`config.mk`:
```
export PLATFORM = sky130hd
export DESIGN_NAME = cpc_pipeline
export DESIGN_NICKNAME = d
export VERILOG_FILES = /design/src/rtl/cpc_pkg.sv /design/src/rtl/cpc_rail_conv.sv /design/src/rtl/cpc_sync_and.sv /design/src/rtl/cpc_stage.sv /design/src/rtl/cpc_pipeline.sv
export SDC_FILE = /design/constraint.sdc
export NUM_CORES = 1
export LEC_CHECK = 0
export BUFFER_PORTS_ARGS = -buffer_cell sky130_fd_sc_hd__buf_2
export CAP_MARGIN = 5
export CORE_MARGIN = 2
export CORE_UTILIZATION = 45
export DETAILED_ROUTE_END_ITERATION = 12
export GPL_TIMING_DRIVEN = 0
export MAX_ROUTING_LAYER = met4
export PLACE_DENSITY = 0.65
export SLEW_MARGIN = 20
export SYNTH_ARGS = -nofsm -noshare
export SYNTH_HDL_FRONTEND = slang
export SYNTH_SLANG_ARGS = --single-unit
export TNS_END_PERCENT = 100
```
`constraint.sdc`:
```
create_clock -name clk -period 1.62 [get_ports clk]
set_input_delay 0.243 -clock clk [delete_from_list [all_inputs] [get_ports clk]]
set_output_delay 0.243 -clock clk [all_outputs]
set_load 0.01 [all_outputs]
```
`src/rtl/cpc_pkg.sv`:
```
package cpc_pkg;
  // Dual-rail critical bit: (1,0)=1, (0,1)=0, (0,0)=spacer.
  typedef struct packed {
    logic t;
    logic f;
  } dr_t;

  localparam dr_t DR_SPACER = '{t: 1'b0, f: 1'b0};

  function automatic logic dr_valid(input dr_t x);
    return x.t ^ x.f;
  endfunction
endpackage

```
`src/rtl/cpc_rail_conv.sv`:
```
module cpc_rail_conv
  import cpc_pkg::*;
(
  input  logic arm,
  input  logic bit_in,
  output dr_t  q
);
  // Disarmed gives a valid 0; armed follows the bit. Spacer is unreachable.
  logic hi;
  assign hi  = arm & bit_in;
  assign q.t = hi;
  assign q.f = ~hi;
endmodule

```
`src/rtl/cpc_sync_and.sv`:
```
module cpc_sync_and
  import cpc_pkg::*;
#(
  parameter bit USE_EN = 1'b0
) (
  input  dr_t a,
  input  dr_t b,
  input  dr_t en,
  output dr_t y
);
  logic en_ok;
  assign en_ok = USE_EN ? (en.t | en.f) : 1'b1;

  // One product term per valid input pattern, all of equal depth.
  assign y.t = en_ok & (a.t & b.t);
  assign y.f = en_ok & ((a.t & b.f) | (a.f & (b.t | b.f)));
endmodule

```
`src/rtl/cpc_stage.sv`:
```
module cpc_stage
  import cpc_pkg::*;
#(
  parameter int WIDTH   = 8,
  parameter bit LATCHED = 1'b0
) (
  input  logic             clk,
  input  logic             rst_n,
  input  logic             eval,
  input  logic             arm,
  input  dr_t              link_in,
  input  logic [WIDTH-1:0] data_in,
  output dr_t              crit_q,
  output logic [WIDTH-1:0] data_q
);
  localparam int NCONV = LATCHED ? 2 : 1;

  dr_t              cv [NCONV];
  dr_t              gate_y;
  dr_t              crit_d;
  logic [WIDTH-1:0] data_d;
  logic             at_spacer;
  logic             fire;
  logic             ld_en;

  for (genvar i = 0; i < NCONV; i++) begin : g_conv
    cpc_rail_conv u_conv (
      .arm    (arm),
      .bit_in (data_in[i]),
      .q      (cv[i])
    );
  end

  if (LATCHED) begin : g_latch
    cpc_sync_and #(.USE_EN(1'b1)) u_gate (
      .a  (cv[0]),
      .b  (cv[1]),
      .en (link_in),
      .y  (gate_y)
    );
  end else begin : g_direct
    cpc_sync_and #(.USE_EN(1'b0)) u_gate (
      .a  (link_in),
      .b  (cv[0]),
      .en (DR_SPACER),
      .y  (gate_y)
    );
  end

  assign at_spacer = ~(crit_q.t | crit_q.f);
  assign fire      = eval & at_spacer & dr_valid(gate_y);
  assign ld_en     = ~eval | fire;

  always_comb begin
    if (!eval) begin
      crit_d = DR_SPACER;
      data_d = '0;
    end else begin
      crit_d = gate_y;
      data_d = {data_in[WIDTH-2:0], data_in[WIDTH-1]};
    end
  end

  always_ff @(posedge clk or negedge rst_n) begin
    if (!rst_n) begin
      crit_q <= DR_SPACER;
      data_q <= '0;
    end else if (ld_en) begin
      crit_q <= crit_d;
      data_q <= data_d;
    end
  end
endmodule

```
`src/rtl/cpc_pipeline.sv`:
```
module cpc_pipeline
  import cpc_pkg::*;
#(
  parameter int                  NSTAGES    = 4,
  parameter int                  WIDTH      = 8,
  parameter logic [NSTAGES-1:0]  LATCH_MASK = 4'b1010
) (
  input  logic               clk,
  input  logic               rst_n,
  input  logic               src_t,
  input  logic               src_f,
  input  logic [WIDTH-1:0]   src_data,
  input  logic               sink0_rdy,
  input  logic               sink1_rdy,
  output logic [NSTAGES-1:0] done,
  output logic               out_t,
  output logic               out_f,
  output logic [WIDTH-1:0]   out_data
);
  localparam int LAST = NSTAGES - 1;

  dr_t                            crit [NSTAGES];
  logic [NSTAGES-1:0]             crit_t;
  logic [NSTAGES-1:0]             crit_f;
  logic [NSTAGES-1:0]             done_w;
  logic [NSTAGES-1:0]             stage_eval;
  logic [NSTAGES-1:0]             conv_arm;
  logic [NSTAGES-1:0][WIDTH-1:0]  stage_data;

  // Fork join: C-element over the two consumer ready signals.
  logic join_q;
  logic join_d;
  logic join_en;

  assign join_en = (sink0_rdy == sink1_rdy);
  assign join_d  = join_en ? sink0_rdy : join_q;

  always_ff @(posedge clk or negedge rst_n) begin
    if (!rst_n) begin
      join_q <= 1'b1;
    end else if (join_en) begin
      join_q <= join_d;
    end
  end

  for (genvar s = 0; s < NSTAGES; s++) begin : g_stage
    dr_t              lnk;
    logic [WIDTH-1:0] din;

    if (s == 0) begin : g_head
      assign lnk.t       = src_t;
      assign lnk.f       = src_f;
      assign din         = src_data;
      assign conv_arm[s] = src_t | src_f;
    end else begin : g_body
      assign lnk         = crit[s-1];
      assign din         = stage_data[s-1];
      assign conv_arm[s] = stage_eval[s-1];
    end

    if (s == LAST) begin : g_tail
      assign stage_eval[s] = join_d;
    end else begin : g_mid
      assign stage_eval[s] = done_w[s+1];
    end

    cpc_stage #(
      .WIDTH   (WIDTH),
      .LATCHED (LATCH_MASK[s])
    ) u_stage (
      .clk     (clk),
      .rst_n   (rst_n),
      .eval    (stage_eval[s]),
      .arm     (conv_arm[s]),
      .link_in (lnk),
      .data_in (din),
      .crit_q  (crit[s]),
      .data_q  (stage_data[s])
    );

    assign crit_t[s] = crit[s].t;
    assign crit_f[s] = crit[s].f;
    assign done_w[s] = ~(crit[s].t | crit[s].f);
  end

  assign done     = done_w;
  assign out_t    = crit_t[LAST];
  assign out_f    = crit_f[LAST];
  assign out_data = stage_data[LAST];
endmodule

```
* After elaboration in Yosys (flattened, before gate mapping)
Index checks and enable logic that the tools add are counted.
** Word-level totals
- Register bits :: 41
- Input port bits :: 14
- Word-level logic and storage cells :: 77
** Operators by class
- Equal/unequal tests :: 1
- Mux-type cells :: 9
- Bitwise operators :: 54
** Operator list (count)
- $mux W8 :: 4
- $and A1 B1 Y1 :: 26
- $or A1 B1 Y1 :: 13
- $not A1 Y1 :: 11
- $mux W2 :: 4
- $xor A1 B1 Y1 :: 4
- $eq A1 B1 Y1 :: 1
- $mux W1 :: 1

* Logic depth before layout (Yosys ltp)
Gate-level depths: netlist of run 1.
- Depth after elaboration :: 10
- Gate-level depth with buffers :: 6

* Modules after synthesis
A second synthesis of run 1 with hierarchy kept.
** Second synthesis, totals
- Cells, all modules :: 219
- Area total of the unflattened synthesis :: 2162.1 um^2
** Modules (own cells, without submodules)
- cpc_stage (g_stage[0].u_stage ...) :: instances 2, cells each 44, area each 471.7 um^2
- cpc_stage (g_stage[1].u_stage ...) :: instances 2, cells each 43, area each 467.9 um^2
- cpc_rail_conv :: instances 6, cells each 3, area each 17.5 um^2
- cpc_pipeline :: instances 1, cells each 11, area each 90.1 um^2
- cpc_sync_and (g_stage[1].u_stage.g_latch.u_gate ...) :: instances 2, cells each 4, area each 25.0 um^2
- cpc_sync_and (g_stage[0].u_stage.g_direct.u_gate ...) :: instances 2, cells each 4, area each 18.8 um^2

* Worst setup path before layout of run 1
No wires, ideal clock.
- Path kind :: register to output
- Start :: reg g_stage[3].u_stage.crit_q[0] (netlist bit)
- End :: out done[3]
- Arrival :: 1.119 ns
- Data required time :: 1.377 ns
- Path slack :: 0.258 ns
- Stages on the path, launching flop included :: 6
- Cell sequence :: dfrtp_1 or2_1 buf_2 inv_2 buf_2 buf_4
** On the way
- Word-level cells in the longest chain between the ends :: 2
** Ends and longest elaborated chain
- start, declared :: line cpc_stage.sv:13 : output dr_t crit_q,
- start signal, assigned :: line cpc_stage.sv:69 : crit_q <= crit_d;
- $or A1 B1 Y1 :: line cpc_pipeline.sv:83 : assign done_w[s] = ~(crit[s].t | crit[s].f);
- $not A1 Y1 :: line cpc_pipeline.sv:83
- end, declared :: line cpc_pipeline.sv:15 : output logic [NSTAGES-1:0] done,
Every way passes these cells.

* Worst setup path in the final report of run 1
- Start :: reg g_stage[0].u_stage.crit_q[0] (netlist bit)
- End :: out done[0]
** On the way
- Word-level cells in the longest chain between the ends :: 2
** Ends and longest elaborated chain (line)
- start, declared :: cpc_stage.sv:13
- start signal, assigned :: cpc_stage.sv:69
- $or A1 B1 Y1 :: cpc_pipeline.sv:83
- $not A1 Y1 :: cpc_pipeline.sv:83
Every way passes these cells.

==> impl_results.md, run 1 <==
* Status: finished clean
* Width of the die at about 68 um
* # DRC at 0
* Post-Synthesis Cells at about 180
* CP Capture Type: output port
* Top cell type's share of synthesized area at approximately 54%
* # setup viols final at 0
* ANT nets after route at 0
* Max_cap viols at 0
* Gr ovfl total at 0
* Rel. slew slack at between 40% and 50%
* Top cells by area, synth: dfrtp_1 54%, a21oi_1 7.3%, o31ai_1 6.5%
* DR top layer: met4
* Half-perimeter wire length after placement at around 2800 um
* Worst path max stage delay at 0.38 ns
* Dpl cell area at slightly above 2000 um2
* PwrDens at 1630 nW/um2
* CTS tree: yes
* Avg Cell Area, Syn at just over 10 um2
* Ant. Diodes at 0
* Cell Count, Final, Fillers Out at roughly 270
* Worst hold margin at around 0.07 ns
* Worst-path clk slew at roughly 0.070 ns
* RSZ-0062 raised after global routing: false
* FF-to-FF Start: g_stage[2].u_stage.crit_q[0]
* Crit path max fanout at 11
* Pre-antenna DRT Iters at 4
* Initial antenna violation count at 0
* Worst path arrival time at approximately 1.3 ns
* I/O Pins at 28
* Post-synth cell types at 30
* CTS Hold Buffers Added at 0
* P_leak at ~0.0011 uW
* Die height at approximately 68 um
* Finished layout cell area at between 2000 and 2500 um2
* Syn nets at roughly 190
* Fin crit period at roughly 1.6 ns
* Area grow syn2layout at 21.6%
* Inst Count DP at 256
* Class of the worst hold path: in2async
* Least-Margin Pin Slew at around 0.88 ns
* PortBufs at 27
* Final max-slew violation count at 0
* Initial Util at 46.4%
* Clk sinks at between 40 and 50
* Reg2reg setup slack at 0.13 ns
* Critical path class: reg2out
* Final hold violation count at 0
* Core Util, Final at a little under three fifths
* Synth warn at 0
* Routed wire length at 3970 um
* Core Area at 4000 um2
* Routed met1 length at around 1700 um
* CP Cell Sequence: or2_1 > buf_6 > clkinv_8 > buf_4 > buf_2
* Num rows at 23
* DRT iter0 DRCs at 119
* Final Cycle Share at between 90% and 100%
* Total Power at between 3000 and 4000 uW
* Synth area leader: dfrtp_1
* Layout cell share with drive strength beyond 1 at 29.1%
* Flops & latches, synth at just over 40
* R2R depth at 5
* Crit Reg-Reg Endpoint: g_stage[3].u_stage.crit_q[1]
* Fill cells at roughly 380
* Fmax at about 640 MHz
* Nets at around 240
* WL met3 at around 190 um
* Vias/cell at 5.67
* Htree depth at 2
* Clk_skew at ~0.0016 ns
* Critical Path Start Type: flop
* Vias in the first global route at around 1500
* Die area at approximately 4700 um2
* Gr usage total at between 20% and 30%
* TritonCTS Buffers at 5
* Worst-case clock buffer depth at 2
* Largest net degree at the start of global routing at 42
* Skew-Pair Late Insertion Delay at 0.29 ns
* Clk root buf: clkbuf_8
* Routed wl met2 at 2020 um
* Post-synthesis sequential area ratio at a little under three fifths
* Worst path required time at about 1.4 ns
* Drt wl/cell at between 10 and 15 um
* First-pass GRT wire length at 6980 um
* Max VDD drop at 1150 uV
* Via count at roughly 1500
* CP max stage cell: dfrtp_1
* Synth Cell Area at around 1900 um2
* RePlAce Congestion at between 0.7 and 0.8
-- synthesized netlist by cell type --
cell and n:
dfrtp_1 40, a21oi_1 27, nand4_1 16, o31ai_1 16
nand3_1 10, a22o_1 9, o21ai_0 9, buf_2 7
nor2_1 7, buf_4 6, clkbuf_1 3, or2_1 3
a31oi_1 2, a41oi_1 2, and3_1 2, buf_1 2
inv_1 2, inv_2 2, nand2_1 2, nand2b_1 2
a21o_1 1, a21oi_2 1, a32o_1 1, buf_6 1
clkinv_1 1, dfstp_2 1, nor3_4 1, o21a_1 1
or2_2 1, or2_4 1
-- metal layers --
metal / GRT usage, % / vias up
met3: 3.95 / 7
met5: - / -
li1: - / 753
met4: 9.00 / 0
met1: 23.3 / 745
met2: 37.0 / 43
-- logic make-up after synthesis --
group | synth area share [%]
buffers and inverters | 6.94
AOI/OAI and AO/OA | 23.8
DFF | 55.3
and+or+nand+nor | 13.9
-- area by class of cell --
cell class | count | area [um2] | area share, %
well taps | 50 | 62.6 | 2.77
clock buffers | 8 | 80.1 | 3.54
multi-input cells | 114 | 704 | 31.2
flip-flops and latches | 41 | 1030 | 45.5
inverters | 5 | 48.8 | 2.16
repair buffers | 39 | 231 | 10.2
plain buffers | 16 | 105 | 4.65
-- cell usage in the layout, fill, tap and decap left out, drive strengths merged, types with 3 or more instances in the layout --
master and instances:
o21ai 9, or2 5, nand3 10, a21oi 28, nand4 16, o31ai 16, a22o 9, nor2 7
dfrtp 40, clkbuf 11, buf 52, inv 3
-- state kept, by name (all words and copies together) (netlist names) --
register and cells:
g_stage.u_stage.data_q 32, join_q 1, g_stage.u_stage.crit_q 8
-- how the worst max path moves through the flow --
stage	end	cells past startpoint	start
2_1_floorplan	done[3]	5	g_stage[3].u_stage.crit_q[0]
3_3_place_gp	done[2]	5	g_stage[2].u_stage.crit_q[0]
3_5_place_dp	done[2]	5	g_stage[2].u_stage.crit_q[0]
4_1_cts	done[2]	5	g_stage[2].u_stage.crit_q[0]
5_1_grt	done[0]	5	g_stage[0].u_stage.crit_q[0]
6_report	done[0]	5	g_stage[0].u_stage.crit_q[0]
-- worst max-delay path, delay by kind of cell (launching register included) --
family	cells	cell delay (ns)
buffers and inverters	4	0.41
and+or+nand+nor	1	0.24
DFF	1	0.38
-- timing repair --
action,CTS,global route
setup endpoints to repair,4,4
buffers inserted,6,6
resized for setup,13,7
pin swaps,0,1
-- stage by stage --
| step | worst slack (ns) | setup TNS, ns |
|---|---|---|
| CTS | -0.0533 | -0.0533 |
| floorplan | 0.258 | 0 |
| global placement | 0.0565 | 0 |
| finish | 0.0478 | 0 |
| global route | 0.00181 | 0 |
| detailed placement | 0.0273 | 0 |
-- where the power goes --
part           internal (uW)  leakage, uW  total (uW)  switching (uW)
Sequential              1250     0.000554        1400             145
Combinational            729     0.000459        1650             924
Clock                    306    0.0000395         636             330
Note: power is estimated with default switching activity, not from simulation.
==> inputs of run 2 (changes only) <==
--- a/config.mk
+++ b/config.mk
@@ -12,7 +12,7 @@
 export DETAILED_ROUTE_END_ITERATION = 12
 export GPL_TIMING_DRIVEN = 0
 export MAX_ROUTING_LAYER = met4
-export PLACE_DENSITY = 0.65
+export PLACE_DENSITY = 0.68
 export SLEW_MARGIN = 20
 export SYNTH_ARGS = -nofsm -noshare
 export SYNTH_HDL_FRONTEND = slang
==> constraint.sdc (replaced) <==
create_clock -name clk -period 1.3 [get_ports clk]
set_input_delay 0.195 -clock clk [delete_from_list [all_inputs] [get_ports clk]]
set_output_delay 0.195 -clock clk [all_outputs]
set_load 0.01 [all_outputs]
==> impl_results.md, run 2 (same netlist as run 1, synthesis figures left out) <==
* Max_cap viols at 0 (unchanged)
* Initial antenna violation count at 0 (unchanged)
* CP Cell Sequence: or2_4 > inv_4 > buf_6 > buf_6 > buf_6 (was or2_1 > buf_6 > clkinv_8 > buf_4 > buf_2)
* Crit path max fanout at 2 (was 11)
* Initial Util at 46.4% (unchanged)
* Critical Path Start Type: flop (unchanged)
* Half-perimeter wire length after placement at 2800 um (about the same)
* Final max-slew violation count at 0 (unchanged)
* Final Cycle Share at 114%
* Htree depth at 2 (unchanged)
* CTS Hold Buffers Added at 0 (unchanged)
* Most frequent cell on the critical path: buf_6
* CP Capture Type: output port (unchanged)
* Most common cell after layout, fill and taps aside: dfrtp_1 (unchanged)
* Layout cell share with drive strength beyond 1 at 53.7% (was 29.1%)
* Clk sinks at 41 (unchanged)
* Inst Count DP at 256 (unchanged)
* Cell Count, Final, Fillers Out at 294 (was 273)
* Core Util, Final at 73.2% (was 56.5%)
* Routed wire length at 5260 um (was 3970 um)
* Final hold violation count at 0 (unchanged)
* Fmax at around 680 MHz
* Worst-case clock buffer depth at 2 (unchanged)
* Vias in the first global route at 1761 (was 1472)
* Die height at 68.3 um (unchanged)
* Max reg flops at 32 (unchanged)
* CTS tree: yes (unchanged)
* RePlAce Congestion at 0.782 (was 0.778)
* Vias/cell at 5.74 (was 5.67)
* Least-Margin Pin Slew at 1.10 ns (was 0.883 ns)
* Clk_skew at 0.00226 ns (was 0.00163 ns)
* DRT iter0 DRCs at 87 (was 119)
* Final worst setup slack at -0.180 ns (was 0.0478 ns)
* Critical path class: reg2out (unchanged)
* Ant. Diodes at 0 (unchanged)
* Worst path required time at 1.11 ns (was 1.38 ns)
* Fin crit period at ~1.5 ns
* Worst path max stage delay at 0.38 ns (about the same)
* Gr ovfl total at 0 (unchanged)
* Die area at 4660 um2 (unchanged)
* Top flop regs: g_stage.u_stage.data_q x32, g_stage.u_stage.crit_q x8, join_q x1 (unchanged)
* Clk root buf: clkbuf_8 (unchanged)
* P_leak at 0.00123 uW (was 0.00105 uW)
* PortBufs at 27 (unchanged)
* RSZ-0062 raised after global routing: true (was false)
* CP max stage cell: dfrtp_1 (unchanged)
* Width of the die at 68.3 um (unchanged)
* Area grow syn2layout at 57.6% (was 21.6%)
* Largest net degree at the start of global routing at 42 (unchanged)
* Max VDD drop at 1210 uV (was 1150 uV)
* Skew-Pair Late Insertion Delay at 0.29 ns (about the same)
* Via count at 1687 (was 1548)
* Gr usage total at 24.6% (was 21.1%)
* Drt wl/cell at 17.9 um (was 14.5 um)
* Rel. slew slack at 26.1% (was 41.1%)
* ANT nets after route at 0 (unchanged)
* Biggest register: g_stage.u_stage.data_q (unchanged)
* TritonCTS Buffers at 5 (unchanged)
* Total Power at 6390 uW (was 3680 uW)
* First-pass GRT wire length at 8080 um (was 6980 um)
* PwrDens at 2180 nW/um2 (was 1630 nW/um2)
* Status: finished, violations left (was finished clean)
* Most frequent cells in the layout: 40 x dfrtp_1, 24 x buf_6, 23 x buf_2 (was 40 x dfrtp_1, 29 x buf_2, 27 x a21oi_1)
* Nets at 257 (was 236)
* Num rows at 23 (unchanged)
* Worst path arrival time at 1.29 ns (was 1.33 ns)
* # DRC at 0 (unchanged)
* # setup viols final at 34 (was 0)
* Worst-path clk slew at 0.07 ns (about the same)
* Core Area at 4000 um2 (unchanged)
* Pre-antenna DRT Iters at 4 (unchanged)
* Violated checks: setup timing
* I/O Pins at 28 (unchanged)
* Class of the worst hold path: in2async (unchanged)
run 2: cell count changes in the layout (fill, tap and decap cells not counted), sizes merged:
cell / before / now
buf: 52 / 72
clkbuf: 11 / 12
clkinv: 2 / 1
inv: 3 / 4
run 2: per-layer routing:
layer,GRT usage [%],vias up,part of all wire [%]
li1,-,794,-
met1,24.8,829,35
met2,47.2,53,59
met3,3.62,11,4.5
met4,9.75,0,2.2
met5,-,-,0
run 2: metrics by stage:
step                      area, um2  setup WS (ns)  TNS (ns)  hold WS, ns
final                          2930         -0.180     -2.97       0.0233
after global routing           2930         -0.220     -4.91       0.0949
after CTS                      2680         -0.227     -3.61       0.0503
after detailed placement       2070         -0.227     -2.60        0.364
after global placement         2070         -0.195     -1.67        0.351
after floorplan                1870        0.00100         0       -0.101
run 2: final timing paths:
path	startpoint	endpoint	slack, ns	cells after the start
max	g_stage[1].u_stage.crit_q[0]	done[1]	-0.18	5
min	rst_n	g_stage[3].u_stage.crit_q[0]	0.02	1
max reg2reg	g_stage[2].u_stage.crit_q[0]	g_stage[1].u_stage.crit_q[1]	-0.16	6
min reg2reg	g_stage[0].u_stage.crit_q[0]	g_stage[0].u_stage.crit_q[0]	0.50	1
max in group asynchronous	rst_n	g_stage[0].u_stage.data_q[1]	0.73	1
min in group clk	src_data[2]	g_stage[0].u_stage.data_q[3]	0.15	3
run 2: worst max-delay path, delay by kind of cell, from the launching register on:
family	cells	cell delay, ns
AND/OR/NAND/NOR	1	0.27
flip-flops	1	0.38
buffers and inverters	4	0.34
run 2: what timing repair did:
item	4_1_cts	5_1_grt
cloned	3	1
setup endpoints to repair	42	44
buffers inserted	27	7
hold endpoints to repair	0	0
pin swaps	33	29
gates resized for setup	70	49
run 2: where the power goes:
group | switching [uW] | internal [uW] | leakage, uW
combinational | 1830 | 1950 | 0.000633
sequential | 249 | 1560 | 0.000554
clock | 412 | 381 | 0.0000395
run 2: final cells by class:
cell class / instances / area, um2
Fill cell: 269 / 1070
Multi-Input combinational cell: 114 / 1060
Sequential cell: 41 / 1030
Timing Repair Buffer: 61 / 519
Buffer: 15 / 149
Clock buffer: 8 / 80.1
Tap cell: 50 / 62.6
Inverter: 5 / 31.3
==> inputs of run 3 (changes only) <==
--- a/config.mk
+++ b/config.mk
@@ -7,12 +7,13 @@
 export LEC_CHECK = 0
 export BUFFER_PORTS_ARGS = -buffer_cell sky130_fd_sc_hd__buf_2
 export CAP_MARGIN = 5
+export CORE_ASPECT_RATIO = 0.5
 export CORE_MARGIN = 2
-export CORE_UTILIZATION = 45
+export CORE_UTILIZATION = 50
 export DETAILED_ROUTE_END_ITERATION = 12
 export GPL_TIMING_DRIVEN = 0
 export MAX_ROUTING_LAYER = met4
-export PLACE_DENSITY = 0.68
+export PLACE_DENSITY = 0.74
 export SLEW_MARGIN = 20
 export SYNTH_ARGS = -nofsm -noshare
 export SYNTH_HDL_FRONTEND = slang
==> impl_results.md, run 3 (same netlist as run 1, synthesis figures left out) <==
* Max reg flops at 32 (unchanged)
* Gr usage total at 24.8% (was 24.6%)
* Place WS at -0.228 ns (was -0.227 ns)
* Htree depth at 2 (unchanged)
* I/O Pins at 28 (unchanged)
* # setup viols final at 38 (was 34)
* Half-perimeter wire length after placement at 2640 um (was 2800 um)
* DRT iter0 DRCs at 134 (was 87)
* Worst-path clk slew at 0.07 ns (about the same)
* Switch Pwr at 2250 uW (was 2490 uW)
* CTS tree: yes (unchanged)
* Pre-antenna DRT Iters at 4 (unchanged)
* Vias/cell at 5.95 (was 5.74)
* Nets at 249 (was 257)
* Worst-case clock buffer depth at 2 (unchanged)
* Most common cell after layout, fill and taps aside: dfrtp_1 (unchanged)
* Initial Util at 53.2% (was 46.4%)
* Gr ovfl total at 0 (unchanged)
* Max_cap viols at 0 (unchanged)
* Violated checks: setup timing (unchanged)
* Final worst setup slack at -0.176 ns (was -0.180 ns)
* FF-to-FF Start: g_stage[2].u_stage.crit_q[0] (unchanged)
* Critical path class: reg2out (unchanged)
* Status: finished, violations left (unchanged)
* Routed wire length at 4770 um (was 5260 um)
* Clk root buf: clkbuf_8 (unchanged)
* # DRC at 0 (unchanged)
* Crit path max fanout at 2 (unchanged)
* Finished layout cell area at 2690 um2 (was 2930 um2)
* Critical Path Start Type: flop (unchanged)
* Width of the die at 90.2 um (was 68.3 um)
* First-pass GRT wire length at 7630 um (was 8080 um)
* Sum Neg Setup Slack at -2.82 ns (was -2.97 ns)
* Top flop regs: g_stage.u_stage.data_q x32, g_stage.u_stage.crit_q x8, join_q x1 (unchanged)
* Clk_skew at 0.00485 ns (was 0.00226 ns)
* Largest net degree at the start of global routing at 42 (unchanged)
* Final max-slew violation count at 0 (unchanged)
* Core Area at 3490 um2 (was 4000 um2)
* Layout cell share with drive strength beyond 1 at 50.4% (was 53.7%)
* P_leak at 0.00115 uW (was 0.00123 uW)
* Worst path required time at 1.11 ns (about the same)
* PwrDens at 2110 nW/um2 (was 2180 nW/um2)
* CP Capture Type: output port (unchanged)
* Initial antenna violation count at 0 (unchanged)
* RSZ-0062 raised after global routing: true (unchanged)
* Via count at 1708 (was 1687)
* TritonCTS Buffers at 5 (unchanged)
* Drt wl/cell at 16.6 um (was 17.9 um)
* CTS Hold Buffers Added at 0 (unchanged)
* Sw frac at 39.7% (was 39.0%)
* Class of the worst hold path: in2async (unchanged)
* Skew-Pair Late Insertion Delay at 0.29 ns (about the same)
* Most frequent cells in the layout: 40 x dfrtp_1, 24 x buf_4, 23 x buf_2 (was 40 x dfrtp_1, 24 x buf_6, 23 x buf_2)
* Num rows at 15 (was 23)
* Rel. slew slack at 39.7% (was 26.1%)
* Fin crit period at 1.48 ns (about the same)
* Critical path launch point: g_stage[1].u_stage.crit_q[0] (unchanged)
* Final hold violation count at 0 (unchanged)
* Fill cells at 220 (was 269)
* Fmax at 678 MHz (was 676 MHz)
* ANT nets after route at 0 (unchanged)
* PortBufs at 27 (unchanged)
* Final Cycle Share at 114% (about the same)
* Die height at 47.1 um (was 68.3 um)
* Vias in the first global route at 1579 (was 1761)
* Power Internal at 3420 uW (was 3890 uW)
* RePlAce Congestion at 0.792 (was 0.782)
* Max VDD drop at 983 uV (was 1210 uV)
* Power share of the combinational group at 53.8% (was 59.3%)
* Area grow syn2layout at 44.8% (was 57.6%)
* Ant. Diodes at 0 (unchanged)
* Die area at 4250 um2 (was 4660 um2)
* Biggest register: g_stage.u_stage.data_q (unchanged)
* Seq pwr share at 31.9% (was 28.3%)
* Dpl cell area at 2070 um2 (about the same)
* Least-Margin Pin Slew at 0.904 ns (was 1.10 ns)
* Worst path arrival time at 1.28 ns (was 1.29 ns)
* Clk sinks at 41 (unchanged)
* Clk pwr share at 14.3% (was 12.4%)
==> run 3: worst max-delay path: stages, from the launching register on <==
cell and delay [ns]:
dfrtp_1 0.40, or2_4 0.26, inv_2 0.07, buf_6 0.10, buf_6 0.08, buf_6 0.08
==> run 3: layer usage <==
layer,wire [um],track usage [%]
met1,2180,30.6
met2,2220,41.8
met3,316,5.94
met4,53,8.92
met5,0,-
==> run 3: final cells by class <==
class                      instances  area [um2]  share of cell area, %
multi-input combinational        114         962                   35.8
clock inverter                     2        10.0                  0.372
clock buffer                       6        72.6                   2.70
inverter                           5        31.3                   1.16
tap                               51        63.8                   2.37
buffer                            12         110                   4.09
timing repair buffer              56         413                   15.3
sequential                        41        1030                   38.2
==> run 3: repair_timing <==
| action | CTS | global route |
|---|---|---|
| cloned | 2 | 0 |
| resized for setup | 63 | 21 |
| pin swaps | 26 | 9 |
| buffers inserted | 22 | 6 |
| endpoints found under the setup margin | 36 | 43 |
==> run 3: power groups by stage <==
stage	clock network (uW)	logic, uW	registers, uW
finish	811	3050	1810
global route	885	3240	1830
CTS	810	2910	1760
detailed placement	0	1680	1780
global placement	0	1640	1770
floorplan	0	1280	1730
==> run 3: path summary, 6_finish.rpt <==
check / depth (start not counted) / slack [ns] / end
worst max register to register: 6 / -0.17 / g_stage[2].u_stage.data_q[6]
worst min register to register: 1 / 0.51 / g_stage[1].u_stage.data_q[4]
worst max-delay path: 5 / -0.18 / done[1]
max in group asynchronous: 1 / 0.70 / g_stage[0].u_stage.data_q[6]
worst min-delay path: 1 / 0.03 / g_stage[0].u_stage.crit_q[0]
min in group clk: 3 / 0.15 / g_stage[0].u_stage.data_q[2]
==> run 3: metrics by stage <==
stage	cells	util (%)	hold WS (ns)	power, uW
after floorplan	179	-	-0.101	3010
after global placement	257	59.2	0.360	3410
after detailed placement	257	59.2	0.357	3460
after CTS	286	75.2	0.0405	5490
after global routing	287	77.1	0.0904	5950
final	287	77.1	0.0282	5670
